[src/rtl/mss_pkg.sv]
package mss_pkg;
  typedef enum logic [3:0] {
    SEL_SUBQ      = 4'd0,
    SEL_START_HI  = 4'd1,
    SEL_START_LO  = 4'd2,
    SEL_STOP      = 4'd3,
    SEL_PLL       = 4'd4,
    SEL_AUX0      = 4'd5,
    SEL_AUX1      = 4'd6,
    SEL_SAT       = 4'd7,
    SEL_FIFO      = 4'd8,
    SEL_SHOCK     = 4'd9,
    SEL_SHOCK_LAT = 4'd10
  } sel_e;

  localparam int unsigned NUM_SEL = 11;

  typedef struct packed {
    logic pll;
    logic sat;
    logic fifo;
    logic irq;
    logic otd;
  } fault_t;
endpackage

[src/rtl/mss_thresh.sv]
module mss_thresh #(
  parameter int unsigned SPEED_W = 12
) (
  input  logic               clk_i,
  input  logic               rst_ni,
  input  logic [SPEED_W-1:0] speed_i,
  input  logic [SPEED_W-1:0] nominal_i,
  input  logic               stop_fine_i,
  output logic               start_hi_d_o,
  output logic               start_lo_d_o,
  output logic               stop_d_o,
  output logic               start_hi_o,
  output logic               start_lo_o,
  output logic               stop_o
);
  localparam int unsigned PW = SPEED_W + 6;
  localparam int unsigned NSTART = 2;
  // start thresholds as spd_k*speed >= nom_k*nominal
  localparam int unsigned SPD_K [NSTART] = '{4, 2};
  localparam int unsigned NOM_K [NSTART] = '{3, 1};

  logic [PW-1:0] spd_x, nom_x;
  logic [NSTART-1:0] start_d;

  assign spd_x = PW'(speed_i);
  assign nom_x = PW'(nominal_i);

  for (genvar g = 0; g < NSTART; g++) begin : g_start
    assign start_d[g] = (spd_x * PW'(SPD_K[g])) >= (nom_x * PW'(NOM_K[g]));
  end

  assign start_hi_d_o = start_d[0];
  assign start_lo_d_o = start_d[1];

  // 12%: 25*s <= 3*n ; 6%: 50*s <= 3*n
  logic [PW-1:0] stop_lhs;
  always_comb begin
    stop_lhs = stop_fine_i ? (spd_x * PW'(50)) : (spd_x * PW'(25));
  end
  assign stop_d_o = stop_lhs <= (nom_x * PW'(3));

  always_ff @(posedge clk_i or negedge rst_ni) begin
    if (!rst_ni) begin
      start_hi_o <= 1'b0;
      start_lo_o <= 1'b0;
      stop_o     <= 1'b0;
    end else begin
      start_hi_o <= start_hi_d_o;
      start_lo_o <= start_lo_d_o;
      stop_o     <= stop_d_o;
    end
  end

  p_start_order_r2: assert property (@(posedge clk_i) disable iff (!rst_ni)
    start_hi_o |-> start_lo_o);

  p_stop_vs_start_r3: assert property (@(posedge clk_i) disable iff (!rst_ni)
    ($past(nominal_i) != '0 && stop_o) |-> !start_lo_o);

  p_fine_tighter_r4: assert property (@(posedge clk_i) disable iff (!rst_ni)
    (stop_fine_i && stop_d_o) |=> stop_o);
endmodule

[src/rtl/mss_shock.sv]
module mss_shock
  import mss_pkg::*;
(
  input  logic   clk_i,
  input  logic   rst_ni,
  input  logic   start_lo_d_i,
  input  fault_t faults_i,
  input  logic   clr_i,
  output logic   shock_d_o,
  output logic   shock_lat_d_o,
  output logic   shock_o,
  output logic   shock_lat_o
);
  assign shock_d_o     = start_lo_d_i | (|faults_i);
  // a new shock outranks the clear
  assign shock_lat_d_o = shock_d_o | (shock_lat_o & ~clr_i);

  always_ff @(posedge clk_i or negedge rst_ni) begin
    if (!rst_ni) begin
      shock_o     <= 1'b0;
      shock_lat_o <= 1'b0;
    end else begin
      shock_o     <= shock_d_o;
      shock_lat_o <= shock_lat_d_o;
    end
  end

  p_fault_shock_r5: assert property (@(posedge clk_i) disable iff (!rst_ni)
    (|faults_i) |=> shock_o);

  p_lat_follows_r6: assert property (@(posedge clk_i) disable iff (!rst_ni)
    shock_o |-> shock_lat_o);

  p_lat_hold_r6: assert property (@(posedge clk_i) disable iff (!rst_ni)
    (shock_lat_o && !clr_i) |=> shock_lat_o);

  p_clr_wins_r7: assert property (@(posedge clk_i) disable iff (!rst_ni)
    (clr_i && !start_lo_d_i && !(|faults_i)) |=> !shock_lat_o);
endmodule

[src/rtl/mss_sel.sv]
module mss_sel
  import mss_pkg::*;
(
  input  logic               clk_i,
  input  logic               rst_ni,
  input  logic [3:0]         sel_i,
  input  logic [NUM_SEL-1:0] flags_i,
  output logic               status_o
);
  logic status_d;

  always_comb begin
    status_d = 1'b0;
    if (32'(sel_i) < NUM_SEL) status_d = flags_i[sel_i];
  end

  always_ff @(posedge clk_i or negedge rst_ni) begin
    if (!rst_ni) status_o <= 1'b0;
    else         status_o <= status_d;
  end

  p_unused_zero_r9: assert property (@(posedge clk_i) disable iff (!rst_ni)
    (32'(sel_i) >= NUM_SEL) |=> !status_o);

  p_route_r8: assert property (@(posedge clk_i) disable iff (!rst_ni)
    (32'(sel_i) < NUM_SEL && flags_i[sel_i]) |=> status_o);
endmodule

[src/rtl/motor_shock_status.sv]
module motor_shock_status
  import mss_pkg::*;
#(
  parameter int unsigned SPEED_W = 12
) (
  input  logic               clk_i,
  input  logic               rst_ni,
  input  logic [SPEED_W-1:0] speed_i,
  input  logic [SPEED_W-1:0] nominal_i,
  input  logic               stop_fine_i,
  input  logic               pll_lock_i,
  input  logic               mot_sat_i,
  input  logic               fifo_ovf_i,
  input  logic               servo_irq_i,
  input  logic               off_track_i,
  input  logic               aux0_i,
  input  logic               aux1_i,
  input  logic               subq_rdy_n_i,
  input  logic               shock_clr_i,
  input  logic [3:0]         sel_i,
  output logic               start_hi_o,
  output logic               start_lo_o,
  output logic               stop_o,
  output logic               shock_o,
  output logic               shock_lat_o,
  output logic               status_o
);
  logic start_hi_d, start_lo_d, stop_d, shock_d, shock_lat_d;
  fault_t faults;
  logic [NUM_SEL-1:0] flags;

  assign faults = '{pll: pll_lock_i, sat: mot_sat_i, fifo: fifo_ovf_i,
                    irq: servo_irq_i, otd: off_track_i};

  mss_thresh #(.SPEED_W(SPEED_W)) u_thresh (
    .clk_i       (clk_i),
    .rst_ni      (rst_ni),
    .speed_i     (speed_i),
    .nominal_i   (nominal_i),
    .stop_fine_i (stop_fine_i),
    .start_hi_d_o(start_hi_d),
    .start_lo_d_o(start_lo_d),
    .stop_d_o    (stop_d),
    .start_hi_o  (start_hi_o),
    .start_lo_o  (start_lo_o),
    .stop_o      (stop_o)
  );

  mss_shock u_shock (
    .clk_i        (clk_i),
    .rst_ni       (rst_ni),
    .start_lo_d_i (start_lo_d),
    .faults_i     (faults),
    .clr_i        (shock_clr_i),
    .shock_d_o    (shock_d),
    .shock_lat_d_o(shock_lat_d),
    .shock_o      (shock_o),
    .shock_lat_o  (shock_lat_o)
  );

  always_comb begin
    flags                = '0;
    flags[SEL_SUBQ]      = subq_rdy_n_i;
    flags[SEL_START_HI]  = start_hi_d;
    flags[SEL_START_LO]  = start_lo_d;
    flags[SEL_STOP]      = stop_d;
    flags[SEL_PLL]       = pll_lock_i;
    flags[SEL_AUX0]      = aux0_i;
    flags[SEL_AUX1]      = aux1_i;
    flags[SEL_SAT]       = mot_sat_i;
    flags[SEL_FIFO]      = fifo_ovf_i;
    flags[SEL_SHOCK]     = shock_d;
    flags[SEL_SHOCK_LAT] = shock_lat_d;
  end

  mss_sel u_sel (
    .clk_i   (clk_i),
    .rst_ni  (rst_ni),
    .sel_i   (sel_i),
    .flags_i (flags),
    .status_o(status_o)
  );

  p_status_lat_r10: assert property (@(posedge clk_i) disable iff (!rst_ni)
    (sel_i == 4'(SEL_SHOCK_LAT)) |=> (status_o == shock_lat_o));
endmodule

[config.mk]
export PLATFORM = sky130hd
export DESIGN_NAME = motor_shock_status
export DESIGN_NICKNAME = d
export VERILOG_FILES = /design/src/rtl/mss_pkg.sv /design/src/rtl/mss_thresh.sv /design/src/rtl/mss_shock.sv /design/src/rtl/mss_sel.sv /design/src/rtl/motor_shock_status.sv
export SDC_FILE = /design/constraint.sdc
export NUM_CORES = 1
export LEC_CHECK = 0
export ABC_CLOCK_PERIOD_IN_PS = 2550
export BUFFER_PORTS_ARGS = -buffer_cell sky130_fd_sc_hd__buf_4
export CAP_MARGIN = 20
export CORE_MARGIN = 3
export CORE_UTILIZATION = 60
export CTS_CLUSTER_DIAMETER = 40
export DETAILED_ROUTE_END_ITERATION = 8
export PLACE_DENSITY = 0.89
export SYNTH_ARGS = -nofsm -noshare
export SYNTH_HDL_FRONTEND = slang
export SYNTH_SLANG_ARGS = --single-unit
export TNS_END_PERCENT = 30
[constraint.sdc]
create_clock -name clk_i -period 2.55 [get_ports clk_i]
set_clock_uncertainty 0.05 [all_clocks]
set_input_delay 0.6375 -clock clk_i [delete_from_list [all_inputs] [get_ports clk_i]]
set_output_delay 0.6375 -clock clk_i [all_outputs]
set_load 0.02 [all_outputs]
==> impl_summary.log, run 1 <==
[metrics] most used flip-flop cell after synthesis: sky130_fd_sc_hd__dfrtp_1
[metrics] number of port buffers: 45
[metrics] post-synthesis cell count: 341
[metrics] minimum setup slack after placement: -2650 ps
[metrics] number of placed I/O pins: 46
[metrics] Mapped Nets: 481
[metrics] overall track demand over capacity in global routing: 68.2%
[metrics] Post-Syn Area per Cell: 8.58 um^2
[metrics] error msg: [ERROR GRT-0116] Global routing finished with congestion. Check the congestion regions in the DRC Viewer.
[metrics] buffer type at the clock tree root: sky130_fd_sc_hd__clkbuf_8
[metrics] Last stage: 5_1_grt
[metrics] post-synth top area share: 39.3%
[metrics] overflow left after global routing: 42
[metrics] die span in y: 75.8 um
[metrics] ys async rst share: 100%
[metrics] vias in the first global route: 4899
[metrics] Die Span X: 75.8 um
[metrics] Core Rows: 24
[metrics] Clock H-tree levels: 1
[metrics] starting density of the core: 64.5%
[metrics] flip-flop and latch count after synthesis: 6
[metrics] quantity of hold-fixing buffers added after cts: 0
[metrics] warning count from the yosys run: 0
[metrics] dominant cell type by area after synthesis: sky130_fd_sc_hd__ha_1
[metrics] synth top area cells: sky130_fd_sc_hd__ha_1, sky130_fd_sc_hd__inv_1, sky130_fd_sc_hd__fa_1
[metrics] first-pass GRT wire length: 28600 um
[metrics] clk sink count: 6
[metrics] largest net degree at the start of global routing: 16
[metrics] area of the mapped netlist: 0.00293 mm^2
[metrics] weighted congestion reported at the end of routability-driven placement: 0.913
[metrics] Max Buffers Root-to-Sink: 2
[metrics] sequential-to-total area share from yosys stat: 5.13%
[metrics] number of CTS-inserted buffers: 3
[metrics] outcome: aborted with a tool error
[metrics] Post-synth EDFFs: 0
[metrics] HPWL Detailed: 9550 um
[metrics] number of unique standard cell types used by synthesis: 49
==> cells in the mapped netlist (all sizes together) (2+ instances only) <==
| cell | count |
|---|---|
| a21o | 7 |
| o21bai | 2 |
| mux2 | 13 |
| o31ai | 2 |
| a221o | 2 |
| a31o | 2 |
| nand4 | 5 |
| o21ai | 11 |
| nor4b | 2 |
| xor2 | 8 |
| fa | 8 |
| a31oi | 3 |
| dfrtp | 6 |
| nor2b | 6 |
| nand2b | 2 |
| and2 | 3 |
| o2111a | 2 |
| o211ai | 6 |
| o2111ai | 6 |
| nor4 | 2 |
| and3 | 3 |
| nand3 | 16 |
| a211oi | 4 |
| nand2 | 11 |
| inv | 44 |
| nor2 | 19 |
| clkbuf | 2 |
| nor3 | 8 |
| ha | 92 |
| a21oi | 18 |
| xnor2 | 12 |
==> stage by stage <==
| stage | setup TNS [ps] | hold WS [ps] | area, um^2 | util, % | instances |
|---|---|---|---|---|---|
| CTS | -5230 | 160 | 4450 | 98.1 | 543 |
| detailed placement | -6360 | 398 | 4240 | 93.4 | 536 |
| global placement | -5590 | 395 | 4240 | 93.4 | 536 |
| floorplan | -4400 | 292 | 3170 | - | 341 |
==> per-layer routing <==
metal	GRT usage [%]	overflow
met5	11.1	0
met4	75.9	17
met3	49.3	1
met2	87.6	24
met1	65.1	0
==> timing repair <==
action | 4_1_cts
resized for setup | 23
pin swaps | 16
endpoints found under the hold margin | 0
buffers inserted | 4
cloned | 0
endpoints found under the setup margin | 3
==> kinds of logic after synthesis <==
logic type,Yosys count,share of synthesized area (%)
adders and majority gates,100,44.8
and+or+nand+nor,82,14.5
AOI/OAI and AO/OA,71,17.5
buffers and inverters,47,6.03
xor gates and xnor gates,20,5.99
muxes,15,6.11
DFF,6,5.13
==> inputs of run 2 (changes only) <==
Settings changed: CORE_UTILIZATION 60 to 40, CTS_CLUSTER_DIAMETER 40 to not set, PLACE_DENSITY 0.89 to not set, PLACE_DENSITY_LB_ADDON set to 0.15.
==> run 2 against run 1 <==
The flow now finishes, with violations (setup timing); synthesized area stayed put; synthesized cell count stayed put.
==> impl_summary.log, run 2 <==
[metrics] die span in y: 91.5 um (+21%)
[metrics] clock period minus final worst setup slack: 4630 ps
[metrics] final design instance area without fill: 0.00450 mm^2
[metrics] Core Rows: 30 (+25%)
[metrics] Initial DRC Count: 43
[metrics] area of the mapped netlist: 0.00293 mm^2 (unchanged)
[metrics] power per standard cell area: 498 mW/mm^2
[metrics] number of endpoints with negative hold slack in the final report: 0
[metrics] xor and xnor area share after synthesis: 5.99% (unchanged)
[metrics] flip-flop and latch count after synthesis: 6 (unchanged)
[metrics] core outline area: 0.00694 mm^2
[metrics] routed vias/inst: 5.13
[metrics] share of layout cells above drive strength 1: 43.1%
[metrics] Post-synth EDFFs: 0 (unchanged)
[metrics] critical path fanouts, max: 5
[metrics] HPWL Detailed: 6890 um (-28%)
[metrics] buffer type at the clock tree root: sky130_fd_sc_hd__clkbuf_8
[metrics] number of unique standard cell types used by synthesis: 49 (unchanged)
[metrics] Antenna Nets Post-Route: 0
[metrics] # nets final: 625
[metrics] count of placed standard cells in the final layout, fillers left out: 579
[metrics] Post-Syn Area per Cell: 8.58 um^2 (unchanged)
[metrics] unrepaired setup endpoints after global routing: true
[metrics] count of placed standard cells including taps: 568 (+6.0%)
[metrics] synth top area cells: sky130_fd_sc_hd__ha_1, sky130_fd_sc_hd__inv_1, sky130_fd_sc_hd__fa_1
[metrics] Clock H-tree levels: 1 (unchanged)
[metrics] dominant cell type by area after synthesis: sky130_fd_sc_hd__ha_1
[metrics] Static Leak: 0.00226 uW
[metrics] largest net degree at the start of global routing: 13
[metrics] clock-pin slew on the worst setup and hold paths: 30 ps
[metrics] number of iterations in the first detailed-routing pass: 4
[metrics] Die Span X: 91.5 um (+21%)
[metrics] sequential-to-total area share from yosys stat: 5.13% (unchanged)
[metrics] via count: 2973
[metrics] outcome: finished with violations
[metrics] count of final max-slew check failures: 0
[metrics] number of antenna violations at the first check in global routing: 0
[metrics] maximum clock frequency: 216 MHz
[metrics] clk sink count: 6 (unchanged)
[metrics] required time reported for the critical path endpoint: 2610 ps
[metrics] vias in the first global route: 3157
[metrics] most common cell after layout, fill and taps aside: sky130_fd_sc_hd__buf_4
[metrics] Antenna Diode Count: 0
[metrics] number of placed I/O pins: 46 (unchanged)
[metrics] clk_lat worst skew: 220 ps
[metrics] post-synthesis cell count: 341 (unchanged)
[metrics] Routed Wire Length: 7740 um
[metrics] cell with the most instances after synthesis: sky130_fd_sc_hd__ha_1
[metrics] total power: 2240 uW
[metrics] violated checks: setup timing
[metrics] sort of element at the end of the critical path: flip-flop
[metrics] overall track demand over capacity in global routing: 19.3%
[metrics] Mapped Nets: 481 (unchanged)
[metrics] die area: 0.00838 mm^2
[metrics] portion of the clock cycle consumed by the worst path in the final layout: 182%
[metrics] HP Class: in2async
[metrics] post-synth top area share: 39.3% (unchanged)
[metrics] starting density of the core: 42.1% (-22 points)
[metrics] commonest cells after routing, fill and taps aside: sky130_fd_sc_hd__buf_4, sky130_fd_sc_hd__ha_1, sky130_fd_sc_hd__inv_1
[metrics] area share of and/or/nand/nor cells after synthesis: 14.5% (unchanged)
[metrics] portion of netlist area occupied by mux cells: 6.11% (unchanged)
[metrics] most used flip-flop cell after synthesis: sky130_fd_sc_hd__dfrtp_1
[metrics] Max Buffers Root-to-Sink: 2 (unchanged)
[metrics] Area growth syn-to-layout: 53.8%
[metrics] warning count from the yosys run: 0 (unchanged)
[metrics] tightest slew margin relative to the limit: 63.2%
[metrics] Tightest Pin Transition: 545 ps
[metrics] final critical-path setup slack: -2080 ps
[metrics] Post-Place Cell Area: 0.00428 mm^2 (+1.1%)
[metrics] highest ir drop seen on vdd: 0.262 mV
[metrics] Critical Setup Path Class: in2reg
[metrics] max-cap violation count: 0
[metrics] endpoints failing setup: 3
[metrics] Util after Layout: 64.8%
[metrics] largest family of logic cells by synthesized area: adder cells
[metrics] first-pass GRT wire length: 13600 um
[metrics] quantity of hold-fixing buffers added after cts: 0 (unchanged)
[metrics] overflow left after global routing: 0
[metrics] weighted congestion reported at the end of routability-driven placement: 0.835 (-8.5%)
[metrics] endpoint arrival time on the critical path: 4700 ps
[metrics] startpoint type of the worst setup path: primary input
[metrics] number of CTS-inserted buffers: 3 (unchanged)
[metrics] ys async rst share: 100% (unchanged)
[metrics] CTS tree: yes
[metrics] DRC: 0
[metrics] adder and majority cell fraction of the synthesized area: 44.8% (unchanged)
[metrics] share of the synthesized area in compound gates (AO/OA/AOI/OAI): 17.5% (unchanged)
[metrics] number of port buffers: 45 (unchanged)
[metrics] detail-routed net length per standard cell: 13.4 um
[metrics] most common library cells after synthesis: sky130_fd_sc_hd__ha_1, sky130_fd_sc_hd__inv_1, sky130_fd_sc_hd__nor2_1
## run 2: cell counts after synthesis
Identical to the previous run, type by type.
## run 2: final timing paths
path / to / startpoint / slack [ps] / cells past startpoint
setup / recovery: u_sel.status_o / speed_i[4] / -2080 / 21
hold / removal: u_thresh.start_lo_o / rst_ni / 160 / 1
setup reg to reg: u_sel.status_o / u_shock.shock_lat_o / 1340 / 5
hold reg to reg: u_shock.shock_lat_o / u_shock.shock_lat_o / 470 / 2
max in group asynchronous: u_thresh.stop_o / rst_ni / 2180 / 1
min in group clk_i: u_shock.shock_lat_o / u_shock.shock_lat_o / 470 / 2
## run 2: what timing repair did
item / CTS / global route
setup endpoints to repair: 3 / 3
gates cloned: 0 / 0
resized for setup: 8 / 13
pin swaps: 13 / 9
setup buffers: 6 / 2
## run 2: through the flow
step | hold WS, ps | TNS, ps | setup WS [ps]
3_5_place_dp | 396 | -5890 | -2490
5_1_grt | 160 | -5370 | -2260
6_report | 161 | -4740 | -2080
2_1_floorplan | 292 | -4400 | -2010
4_1_cts | 155 | -4900 | -2120
3_3_place_gp | 395 | -5640 | -2370
## run 2: layer usage
metal,routed length [um],global-route usage (%)
met3,175,0.829
met5,0,0
met1,3470,23.9
met2,3920,35.8
met4,165,5.53
## run 2: critical path, cell delays in order
cell	delay, ps
sky130_fd_sc_hd__buf_4	140
sky130_fd_sc_hd__ha_4	240
sky130_fd_sc_hd__ha_4	260
sky130_fd_sc_hd__inv_2	30
sky130_fd_sc_hd__fa_1	490
sky130_fd_sc_hd__inv_2	50
sky130_fd_sc_hd__ha_4	290
sky130_fd_sc_hd__nand3_2	90
sky130_fd_sc_hd__o2111ai_4	210
sky130_fd_sc_hd__a31o_1	190
sky130_fd_sc_hd__a21oi_2	70
sky130_fd_sc_hd__xnor2_2	140
sky130_fd_sc_hd__mux2_4	290
sky130_fd_sc_hd__ha_4	220
sky130_fd_sc_hd__nand4_1	110
sky130_fd_sc_hd__nor2_2	50
sky130_fd_sc_hd__a221o_1	340
sky130_fd_sc_hd__o21ai_2	140
sky130_fd_sc_hd__o31ai_1	80
sky130_fd_sc_hd__a2111o_1	330
sky130_fd_sc_hd__a2111oi_2	290
## run 2: final cells by class
type	count	area, um^2
multi-input cells	288	2950
fillers	577	2440
clock buffers	3	41.3
flip-flops and latches	6	150
repair buffers	142	1070
inverters	44	165
well taps	96	120
## run 2: power by group
part / switching [uW] / internal, uW
registers: 3.17 / 110
logic: 903 / 1090
clock network: 39.7 / 101
total: 946 / 1300
## run 2: kinds of logic (layout without fill, tap and decap cells)
group	Yosys count	count (layout)
AO/OA/AOI/OAI	71	71
AND/OR/NAND/NOR	82	82
adder cells (fa/ha/maj)	100	100
flip-flops	6	6
XOR/XNOR	20	20
buffers and inverters	47	189
multiplexers	15	15
Note: power is estimated with default switching activity, not from simulation.
